==> src/rtl/gpio_bank_pkg.sv <==
package gpio_bank_pkg;
  localparam int unsigned REG_W  = 32;
  localparam int unsigned ADDR_W = 8;

  localparam logic [ADDR_W-1:0] OFS_MODE   = 8'h00;
  localparam logic [ADDR_W-1:0] OFS_DIR    = 8'h04;
  localparam logic [ADDR_W-1:0] OFS_DOUT   = 8'h08;
  localparam logic [ADDR_W-1:0] OFS_DIN    = 8'h0C;
  localparam logic [ADDR_W-1:0] OFS_STAT   = 8'h10;
  localparam logic [ADDR_W-1:0] OFS_CLR    = 8'h14;
  localparam logic [ADDR_W-1:0] OFS_MASK   = 8'h18;
  localparam logic [ADDR_W-1:0] OFS_UNMASK = 8'h1C;
  localparam logic [ADDR_W-1:0] OFS_POL    = 8'h20;
  localparam logic [ADDR_W-1:0] OFS_TRIG   = 8'h24;
  localparam logic [ADDR_W-1:0] OFS_BOTH   = 8'h4C;

  typedef struct packed {
    logic irq_en;  // 1: interrupt input
    logic edge_en; // 1: edge, 0: level
    logic pol;     // 1: active low / falling
    logic both;    // 1: both edges
  } pin_cfg_t;
endpackage

==> src/rtl/gpio_sync.sv <==
module gpio_sync #(
  parameter int unsigned WIDTH = 32
) (
  input  logic             clk_i,
  input  logic             rst_ni,
  input  logic [WIDTH-1:0] d_i,
  output logic [WIDTH-1:0] q_o
);
  logic [WIDTH-1:0] s1_q, s2_q;

  always_ff @(posedge clk_i or negedge rst_ni) begin
    if (!rst_ni) begin
      s1_q <= '0;
      s2_q <= '0;
    end else begin
      s1_q <= d_i;
      s2_q <= s1_q;
    end
  end

  assign q_o = s2_q;
endmodule

==> src/rtl/gpio_irq_cell.sv <==
module gpio_irq_cell
  import gpio_bank_pkg::*;
(
  input  logic     clk_i,
  input  logic     rst_ni,
  input  pin_cfg_t cfg_i,
  input  logic     lvl_i,
  input  logic     clr_i,
  output logic     stat_o
);
  logic prev_q, lat_q;
  logic edge_mode, level_mode, rise, fall, ev;

  assign edge_mode  = cfg_i.irq_en & cfg_i.edge_en;
  assign level_mode = cfg_i.irq_en & ~cfg_i.edge_en;
  assign rise       = lvl_i & ~prev_q;
  assign fall       = ~lvl_i & prev_q;
  assign ev         = cfg_i.both ? (rise | fall) : (cfg_i.pol ? fall : rise);

  always_ff @(posedge clk_i or negedge rst_ni) begin
    if (!rst_ni) begin
      prev_q <= 1'b0;
      lat_q  <= 1'b0;
    end else begin
      prev_q <= lvl_i;
      if (!edge_mode)  lat_q <= 1'b0;
      else if (ev)     lat_q <= 1'b1; // event beats clear
      else if (clr_i)  lat_q <= 1'b0;
    end
  end

  assign stat_o = edge_mode ? lat_q : (level_mode & (lvl_i ^ cfg_i.pol));

  AST_LAT_HOLD: assert property (@(posedge clk_i) disable iff (!rst_ni)
    (lat_q && edge_mode && !clr_i) |=> lat_q);
  AST_CLR_ACT: assert property (@(posedge clk_i) disable iff (!rst_ni)
    (edge_mode && clr_i && !ev) |=> !lat_q);
  AST_IO_DROP: assert property (@(posedge clk_i) disable iff (!rst_ni)
    (!cfg_i.irq_en) |=> !lat_q);
endmodule

==> src/rtl/gpio_bank.sv <==
module gpio_bank
  import gpio_bank_pkg::*;
#(
  parameter int unsigned NUM_PINS = 32
) (
  input  logic                clk_i,
  input  logic                rst_ni,
  input  logic                we_i,
  input  logic [ADDR_W-1:0]   addr_i,
  input  logic [REG_W-1:0]    wdata_i,
  output logic [REG_W-1:0]    rdata_o,
  input  logic [NUM_PINS-1:0] gpio_i,
  output logic [NUM_PINS-1:0] gpio_o,
  output logic [NUM_PINS-1:0] gpio_oe_o,
  output logic                irq_o
);
  localparam int unsigned N = NUM_PINS;

  logic [N-1:0] mode_q, dir_q, dout_q, pol_q, trig_q, both_q, mask_q;
  logic [N-1:0] din, stat, clr_vec, wd;
  logic wr_mask, wr_unmask;

  assign wd        = wdata_i[N-1:0];
  assign wr_mask   = we_i && (addr_i == OFS_MASK);
  assign wr_unmask = we_i && (addr_i == OFS_UNMASK);
  assign clr_vec   = (we_i && (addr_i == OFS_CLR)) ? wd : '0;

  gpio_sync #(.WIDTH(N)) u_sync (
    .clk_i (clk_i),
    .rst_ni(rst_ni),
    .d_i   (gpio_i),
    .q_o   (din)
  );

  for (genvar i = 0; i < N; i++) begin : g_pin
    pin_cfg_t cfg;
    assign cfg = '{irq_en: mode_q[i], edge_en: trig_q[i], pol: pol_q[i], both: both_q[i]};
    gpio_irq_cell u_cell (
      .clk_i (clk_i),
      .rst_ni(rst_ni),
      .cfg_i (cfg),
      .lvl_i (din[i]),
      .clr_i (clr_vec[i]),
      .stat_o(stat[i])
    );
  end

  always_ff @(posedge clk_i or negedge rst_ni) begin
    if (!rst_ni) begin
      mode_q <= '0;
      dir_q  <= '0;
      dout_q <= '0;
      pol_q  <= '0;
      trig_q <= '0;
      both_q <= '0;
      mask_q <= '0;
    end else if (we_i) begin
      case (addr_i)
        OFS_MODE:   mode_q <= wd;
        OFS_DIR:    dir_q  <= wd;
        OFS_DOUT:   dout_q <= wd;
        OFS_POL:    pol_q  <= wd;
        OFS_TRIG:   trig_q <= wd;
        OFS_BOTH:   both_q <= wd;
        OFS_MASK:   mask_q <= mask_q & wd;
        OFS_UNMASK: mask_q <= mask_q | wd;
        default: ;
      endcase
    end
  end

  always_comb begin
    rdata_o = '0;
    case (addr_i)
      OFS_MODE: rdata_o[N-1:0] = mode_q;
      OFS_DIR:  rdata_o[N-1:0] = dir_q;
      OFS_DOUT: rdata_o[N-1:0] = dout_q;
      OFS_DIN:  rdata_o[N-1:0] = din;
      OFS_STAT: rdata_o[N-1:0] = stat;
      OFS_MASK: rdata_o[N-1:0] = mask_q;
      OFS_POL:  rdata_o[N-1:0] = pol_q;
      OFS_TRIG: rdata_o[N-1:0] = trig_q;
      OFS_BOTH: rdata_o[N-1:0] = both_q;
      default:  rdata_o = '0;
    endcase
  end

  assign gpio_o    = dout_q;
  assign gpio_oe_o = dir_q & ~mode_q;
  assign irq_o     = |(stat & mask_q);

  AST_MASK_NO_ENABLE: assert property (@(posedge clk_i) disable iff (!rst_ni)
    wr_mask |=> ((mask_q & ~$past(mask_q)) == '0));
  AST_UNMASK_SETS: assert property (@(posedge clk_i) disable iff (!rst_ni)
    wr_unmask |=> (($past(wd) & ~mask_q) == '0));
  AST_MASK_STABLE: assert property (@(posedge clk_i) disable iff (!rst_ni)
    (!wr_mask && !wr_unmask) |=> $stable(mask_q));
  AST_IRQ_NEEDS_MASK: assert property (@(posedge clk_i) disable iff (!rst_ni)
    irq_o |-> (mask_q != '0));
endmodule

==> config.mk <==
export PLATFORM = sky130hd
export DESIGN_NAME = gpio_bank
export DESIGN_NICKNAME = d
export VERILOG_FILES = /design/src/rtl/gpio_bank_pkg.sv /design/src/rtl/gpio_sync.sv /design/src/rtl/gpio_irq_cell.sv /design/src/rtl/gpio_bank.sv
export SDC_FILE = /design/constraint.sdc
export NUM_CORES = 1
export LEC_CHECK = 0
export ABC_AREA = 1
export BUFFER_PORTS_ARGS = -buffer_cell sky130_fd_sc_hd__buf_4
export CORE_MARGIN = 2
export CORE_UTILIZATION = 50
export DETAILED_ROUTE_END_ITERATION = 8
export PLACE_DENSITY_LB_ADDON = 0.08
export SKIP_LAST_GASP = 1
export SLEW_MARGIN = 10
export SYNTH_ARGS = -nofsm -noshare
export SYNTH_HDL_FRONTEND = slang
export SYNTH_SLANG_ARGS = --single-unit
export TNS_END_PERCENT = 5
==> constraint.sdc <==
create_clock -name clk_i -period 2 [get_ports clk_i]
set_clock_uncertainty 0.15 [all_clocks]
set_input_delay 0.2 -clock clk_i [delete_from_list [all_inputs] [get_ports clk_i]]
set_output_delay 0.2 -clock clk_i [all_outputs]
set_load 0.005 [all_outputs]
# --- Word-level counts from Yosys, hierarchy flattened ---
# Cells that the tools add are included.
op_classes:
  eq_ne: 42
  bitwise_logic: 325
  n_reduce_logical: 11
  muxes: 195
op_table:
  columns: ["cell", "count"]
  rows:
  - ["32-bit case mux with 9 select lines", 1]
  - ["1-bit two-way mux", 192]
  - ["1-bit AND", 160]
  - ["32-bit AND", 3]
  - ["3-bit != test (second input constant)", 32]
  - ["1-bit NOT", 96]
  - ["32-bit case mux with 2 select lines", 1]
  - ["8-bit by 5-bit == test with 1-bit output (second input constant)", 4]
  - ["32-bit two-way mux", 1]
  - ["32-bit NOT", 1]
  - ["1-bit OR", 32]
  - ["32-bit OR", 1]
  - ["32-bit OR reduction", 1]
  - ["1-bit bitwise XOR", 32]
  - ["8-bit by 4-bit == test with 1-bit output (second input constant)", 2]
  - ["8-bit by 6-bit == test with 1-bit output (second input constant)", 2]
  - ["2-bit AND reduction", 7]
  - ["8-bit by 3-bit == test with 1-bit output (second input constant)", 1]
  - ["8-bit by 7-bit == test with 1-bit output (second input constant)", 1]
  - ["8-bit logical NOT", 1]
  - ["2-bit nonzero test", 1]
  - ["1-bit logical AND", 1]
word_totals:
  out_inout_bits: 97
  reg_bits: 352
  elab_cells: 646
  in_bits: 75

# --- Logic depth before layout (Yosys ltp) ---
# Gate-level depths: netlist of run 1.
depth:
  ltp_word: 6
  ltp_mapped: 10

# --- Modules after synthesis ---
# From an unflattened synthesis of run 1, not the netlist that was laid out.
unflattened:
  hier_cells: 2527
  hier_area_um2: 19102.1
modules_own_cells:
  columns: ["module", "n_inst", "cells_per_inst", "area_per_inst_um2"]
  rows:
  - ["gpio_bank", 1, 1631, 11695.0]
  - ["gpio_irq_cell", 32, 26, 181.4]
  - ["gpio_sync", 1, 64, 1601.5]

# --- Worst setup path before layout of run 1 ---
# Ideal clock, no wire load.
synth_timing:
  path_type: "input to output"
  start: "input addr_i[1]"
  end: "output rdata_o[17]"
  cell_stages: 10
  slack_ps: 439
  arrival_ps: 1211
  path_buffers: 1
  cell_sequence: "nor2_4 nand2_2 nor2_4 nand2_2 inv_2 buf_4 nand2_1 nand3_1 nor2_1 nand2_1"
synth_between:
  elab_chain_len: 2
  word_cells_on_any_way: 10
synth_lines:
  columns: ["element", "line", "source"]
  rows:
  - ["start: declaration", "gpio_bank.sv:9", "input logic [ADDR_W-1:0] addr_i,"]
  - ["8-bit by 7-bit == test with 1-bit output (tied with other cells)", "gpio_bank.sv:74", "case (addr_i)"]
  - ["32-bit case mux with 9 select lines *", "gpio_bank.sv:74", null]
  - ["end: declaration", "gpio_bank.sv:11", "output logic [REG_W-1:0] rdata_o,"]
# Mark *: on every way between the ends. The rest lies on a longest branch, timed or not.

# --- Worst setup path after layout of run 1 ---
layout_timing:
  start: "register u_sync.s2_q[16] (netlist: u_sync.q_o[16])"
  end: "output irq_o"
layout_between:
  elab_chain_len: 5
layout_lines:
  columns: ["element", "line", "source"]
  rows:
  - ["start: declaration", "gpio_sync.sv:9", "logic [WIDTH-1:0] s1_q, s2_q;"]
  - ["start signal: assignment", "gpio_sync.sv:17", "s2_q <= s1_q;"]
  - ["1-bit bitwise XOR", "gpio_irq_cell.sv:32", "assign stat_o = edge_mode ? lat_q : (level_mode & (lvl_i ^ cfg_i.pol));"]
  - ["1-bit AND", "gpio_irq_cell.sv:32", null]
  - ["1-bit two-way mux", "gpio_irq_cell.sv:32", null]
  - ["32-bit AND", "gpio_bank.sv:90", "assign irq_o = |(stat & mask_q);"]
  - ["32-bit OR reduction", "gpio_bank.sv:90", null]
  - ["end: declaration", "gpio_bank.sv:15", "output logic irq_o"]
# No other way between the ends.

==> impl_metrics.tcl, run 1 <==
set metrics [dict create \
    tightest_slew_ns 0.420 \
    io_buffers 171 \
    wl_per_cell_um 17.9 \
    hpwl_mm 34.8 \
    grt_pass1_wl_mm 83.9 \
    area_growth_pct 28.2 \
    fin_nets 2625 \
    yosysTopAreaCell "dfrtp_1" \
    cts.path.max_buffers 3 \
    setup_ws_ns -0.196 \
    tns_ns -3.49 \
    cp_max_fo 3 \
    finalPower_mw 16.0 \
    drc 0 \
    synth_top_area_frac 0.505 \
    die_h_um 191 \
    maxSlewViolCount 0 \
    synth_fp_nets 2294 \
    num_rows 68 \
    syn-cell-area_mm2 0.0175 \
    htree_levels 2 \
    cts-buffers-inserted 40 \
    cp.required_ns 1.65 \
    status "complete, but fails checks" \
    cts_sinks 352 \
    setup_viol 33 \
    drive_gt1_frac 0.179 \
    dieArea_mm2 0.0364 \
    die_w_um 191 \
    syn_inst 2155 \
    synth.ff_latch_count 352 \
    yosys.cell_types.count 26 \
    grt_util_all_layers 0.299 \
    syn_area_per_cell_um2 8.10 \
    synth_area_leaders "dfrtp_1, nand2_1, inv_1" \
    finalHoldViolCount 0 \
    timing.fmax_mhz 455 \
    ys_seq_area_frac 0.505 \
    dp.cells 2776 \
    end_kind "primary output" \
    grt_pass1_vias 15312 \
    cp.arrival_ns 1.85 \
    wl_mm 53.1 \
    antenna_found_initial 2 \
    cts.clk_slew.worst_paths_ns 0.06 \
    placed_area_mm2 0.0199 \
    power.density_mw_per_mm2 717 \
    core_mm2 0.0345 \
    finalNonFillerCells 2966 \
    relSlewSlack 0.720 \
    min_path_type "input pin to async pin" \
    rsz0062_at_grt "yes" \
    maxCapViolCount 0 \
    crit_type "flip-flop to primary output" \
    register_area_mm2 0.00882 \
    dr.pass1.iters 5 \
    drt_iter0_drc 1002 \
    tritoncts "done" \
    multi_input_area_mm2 0.00755 \
    route.antenna.remaining_nets 0 \
    period_share 1.10 \
    dr_total_vias 15613 \
    clkLatencyLatePin_ns 0.53 \
    fill_cells 2996 \
    synth_warnings 0 \
    viasPerCell 5.26 \
    leakagePower_nw 11.0 \
    period_minus_slack_ns 2.20 \
    grt-ovfl-total 0 \
    ir_drop_mv 0.667 \
    cts-root-buf "clkbuf_16" \
    initial_core_util 0.506 \
    stdcell_area_mm2 0.0224 \
    ios 172 \
    grt_max_degree 70 \
    cp-start-kind "flip-flop" \
    gp_congestion 0.890 \
    failed_checks "setup timing" \
]
flip-flops by register name (all words and copies together), names as in the netlist:
| signal | flops |
|---|---|
| both_q | 32 |
| dir_q | 32 |
| g_pin.u_cell.lat_q | 32 |
| g_pin.u_cell.prev_q | 32 |
| gpio_o | 32 |
| mask_q | 32 |
| mode_q | 32 |
| pol_q | 32 |
| trig_q | 32 |
| u_sync.q_o | 32 |
| u_sync.s1_q | 32 |
area by class of cell:
class | count | share of cell area
Clock inverter | 7 | 0.00280
Sequential cell | 352 | 0.394
Inverter | 254 | 0.0426
Multi-Input combinational cell | 1472 | 0.338
Tap cell | 455 | 0.0254
Antenna cell | 2 | 0.000224
Timing Repair Buffer | 366 | 0.144
Clock buffer | 58 | 0.0527
cells in the mapped netlist, drive strengths merged:
cell type  instances
a21boi            13
a21oi             51
buf               35
clkbuf            42
dfrtp            352
ha                64
inv              254
mux2i             64
nand2            675
nand3            132
nand3b            32
nor2             182
nor3              34
o21ai            194
o22ai             31
cell usage in the layout (no fill, tap or decap), types with 9 or more instances in the layout:
cell           count
nor3_1            27
inv_2             19
buf_12            25
nand3b_1          32
clkbuf_8           9
a21oi_1           51
nor2_4            11
o22ai_1           31
nand3_2           19
ha_1              64
inv_1            235
buf_4            275
o21ai_0          148
o21ai_1           46
clkbuf_16         41
mux2i_1           64
dfrtp_1          344
nand2_2           20
dlygate4sd3_1     65
nand2_1          654
nand3_1          112
nor2_1           167
per-stage QoR:
stage	utilization	hold WS [ns]	setup slack, ns
finish	0.649	0.0237	-0.196
global route	0.649	0.0485	-0.318
CTS	0.644	0.0193	-0.215
detailed placement	0.576	-0.0214	-0.0338
global placement	0.576	-0.0254	0.0154
floorplan	-	-0.246	0.439
logic make-up after synthesis:
kind of cell	count (synthesis)	share of synthesized area
fa+ha+maj	64	0.0459
buf+inv	331	0.0738
flops	352	0.505
compound gates	289	0.0870
mux	64	0.0367
simple gates	1055	0.252
worst max-delay path, cell delays in order, from the launching register on:
cell and delay [ns]:
dfrtp_1 0.40, inv_1 0.08, nand2_1 0.06, nand3b_1 0.10, nand3_1 0.11, nand2_2 0.10
nor2_4 0.10, nand2_1 0.06, nor2_1 0.09, nand2_1 0.06, buf_4 0.15
power breakdown:
group          total [mW]  switching [mW]  internal, mW
Clock                7.00            2.82          4.18
Sequential           7.69           0.276          7.41
Combinational        1.36           0.722         0.636
Total                16.0            3.82          12.2
worst paths after layout:
| path | start | endpoint | slack [ns] | cells past startpoint |
|---|---|---|---|---|
| max | u_sync.q_o[16] | irq_o | -0.20 | 10 |
| max reg2reg | u_sync.q_o[3] | g_pin[3].u_cell.lat_q | 0.47 | 7 |
| max in group asynchronous | rst_ni | u_sync.q_o[17] | 0.94 | 3 |
| min in group clk_i | we_i | dir_q[5] | 0.13 | 4 |
| min reg2reg | u_sync.s1_q[31] | u_sync.q_o[31] | 0.19 | 0 |
| min | rst_ni | u_sync.s1_q[9] | 0.02 | 2 |
layer usage:
| metal | up-vias | wire length, um | track usage |
|---|---|---|---|
| met2 | 529 | 24400 | 0.474 |
| met1 | 7459 | 23300 | 0.421 |
| met5 | - | 0 | 0 |
| met3 | 123 | 3650 | 0.0420 |
| li1 | 7502 | - | - |
| met4 | 0 | 1710 | 0.103 |
repair_timing:
action | CTS | global route
endpoints found under the setup margin | 33 | 33
hold buffers | 65 | 0
endpoints found under the hold margin | 640 | 0
resized for setup | 44 | 26
pin swaps | 9 | 7
buffers inserted | 43 | 15
Note: power is estimated with default switching activity, not from simulation.
==> inputs of run 2 (changes only) <==
CORE_ASPECT_RATIO = 1.25   (was default)
==> run 2 against run 1 <==
Effect of this change:
- highest routed layer unchanged
- the flow still finishes with violations (setup timing)
- setup slack got worse by 0.13 ns
- critical path type unchanged
- via count decreased by 0.58%
- combinational power is essentially flat
- largest cell class unchanged
==> impl_metrics.tcl, run 2 (same netlist as run 1, synthesis figures left out) <==
set metrics [dict create \
    fill_cells 2960 \
    dr.pass1.iters 5 \
    viasPerCell 5.24 \
    gp_congestion 0.893 \
    tns_ns -4.39 \
    core_mm2 0.0344 \
    period_minus_slack_ns 2.33 \
    leakagePower_nw 11.0 \
    cpLargestDelayFamily "simple AND/OR/NAND/NOR gates" \
    drt_iter0_drc 1395 \
    ir_drop_mv 0.605 \
    num_rows 76 \
    hpwl_mm 34.3 \
    timing.fmax_mhz 429 \
    end_kind "primary output" \
    maxCapViolCount 0 \
    multi_input_area_mm2 0.00752 \
    drive_gt1_frac 0.174 \
    fin_util 0.647 \
    dp_slack_ns 0.0154 \
    grt_util_all_layers 0.293 \
    relSlewSlack 0.729 \
    layout_common_cells "nand2_1, dfrtp_1, buf_4" \
    grt-ovfl-total 0 \
    min_path_type "input pin to flip-flop" \
    worst_hold_slack_ns 0.121 \
    cp.required_ns 1.65 \
    maxSlewViolCount 0 \
    cp_common_cell "nand2_2" \
    critical_path.cell_chain "a21boi_0, nand3_2, nand2_2, nor2_4, nand2_2, nor2_2, nand2_2, buf_6" \
    htree_levels 2 \
    finalNonFillerCells 2965 \
    setup_viol 33 \
    slowest_stage "dfrtp_1" \
    grt_pass1_vias 15133 \
    cts_sinks 352 \
    initial_core_util 0.507 \
    route.antenna.remaining_nets 0 \
    dr_total_vias 15522 \
    fin_nets 2609 \
    cp-start-kind "flip-flop" \
    period_share 1.16 \
    crit_type "flip-flop to primary output" \
    finalPower_mw 15.9 \
    dieArea_mm2 0.0364 \
    critical_path_buf_inv_count 1 \
    crit_path_max_incr_delay_ns 0.42 \
    cts-buffers-inserted 37 \
    cp.arrival_ns 1.98 \
    placed_area_mm2 0.0199 \
    tightest_slew_ns 0.403 \
    rsz0062_at_grt "yes" \
    die_w_um 171 \
    stdcell_area_mm2 0.0223 \
    area_growth_pct 27.7 \
    dp.cells 2788 \
    tritoncts "done" \
    cts.path.max_buffers 3 \
    cts.clk_slew.worst_paths_ns 0.06 \
    grt_pass1_wl_mm 81.7 \
    cts-root-buf "clkbuf_16" \
    cp_max_fo 5 \
    clkLatencyLatePin_ns 0.55 \
    finalHoldViolCount 0 \
    grt_max_degree 72 \
    wl_per_cell_um 17.8 \
    final_common_cell "nand2_1" \
    failed_checks "setup timing" \
    wl_mm 52.7 \
    ios 172 \
    die_h_um 213 \
    power.density_mw_per_mm2 712 \
    antenna_found_initial 0 \
    register_area_mm2 0.00882 \
    setup_ws_ns -0.329 \
    drc 0 \
    diodes 0 \
    status "complete, but fails checks" \
    io_buffers 171 \
]
==> run 2: area by class of cell <==
type,count,share of cell area
Clock buffer,55,0.0514
Clock inverter,11,0.00303
Inverter,254,0.0428
Multi-Input combinational cell,1472,0.338
Sequential cell,352,0.396
Tap cell,468,0.0263
Timing Repair Buffer,353,0.143
==> run 2: timing repair <==
action | 4_1_cts | 5_1_grt
setup buffers | 28 | 17
hold endpoints to repair | 640 | 0
endpoints found under the setup margin | 33 | 33
hold buffers | 66 | 0
resized for setup | 31 | 37
pin swaps | 9 | 13
==> run 2: final timing paths <==
check	startpoint	endpoint	slack (ns)	depth (start not counted)
min	we_i	pol_q[30]	0.12	5
max	mode_q[12]	irq_o	-0.33	8
max in group asynchronous	rst_ni	u_sync.q_o[8]	1.11	3
max reg2reg	u_sync.q_o[3]	g_pin[3].u_cell.lat_q	0.49	7
min in group asynchronous	rst_ni	mode_q[6]	0.14	3
min reg2reg	u_sync.s1_q[9]	u_sync.q_o[9]	0.20	0
==> run 2: worst reg2reg max path, delay by kind of cell (launching register included) <==
kind                     cells  cell delay, ns
multiplexers                 2            0.22
buffers and inverters        2            0.28
adder cells (fa/ha/maj)      1            0.17
AND/OR/NAND/NOR              1            0.05
AO/OA/AOI/OAI                1            0.12
flip-flops                   1            0.42
==> run 2: power by group <==
part	switching (mW)	internal, mW	leakage [nW]	total, mW
combinational	0.714	0.632	5.72	1.35
clock	2.87	3.97	0.602	6.85
sequential	0.271	7.41	4.65	7.68
==> run 2: metal layers <==
layer / vias to the layer above / global-route usage / part of all wire
li1: 7465 / - / -
met1: 7350 / 0.387 / 0.41
met2: 577 / 0.492 / 0.49
met3: 130 / 0.0402 / 0.067
met4: 0 / 0.112 / 0.034
met5: - / 0 / 0
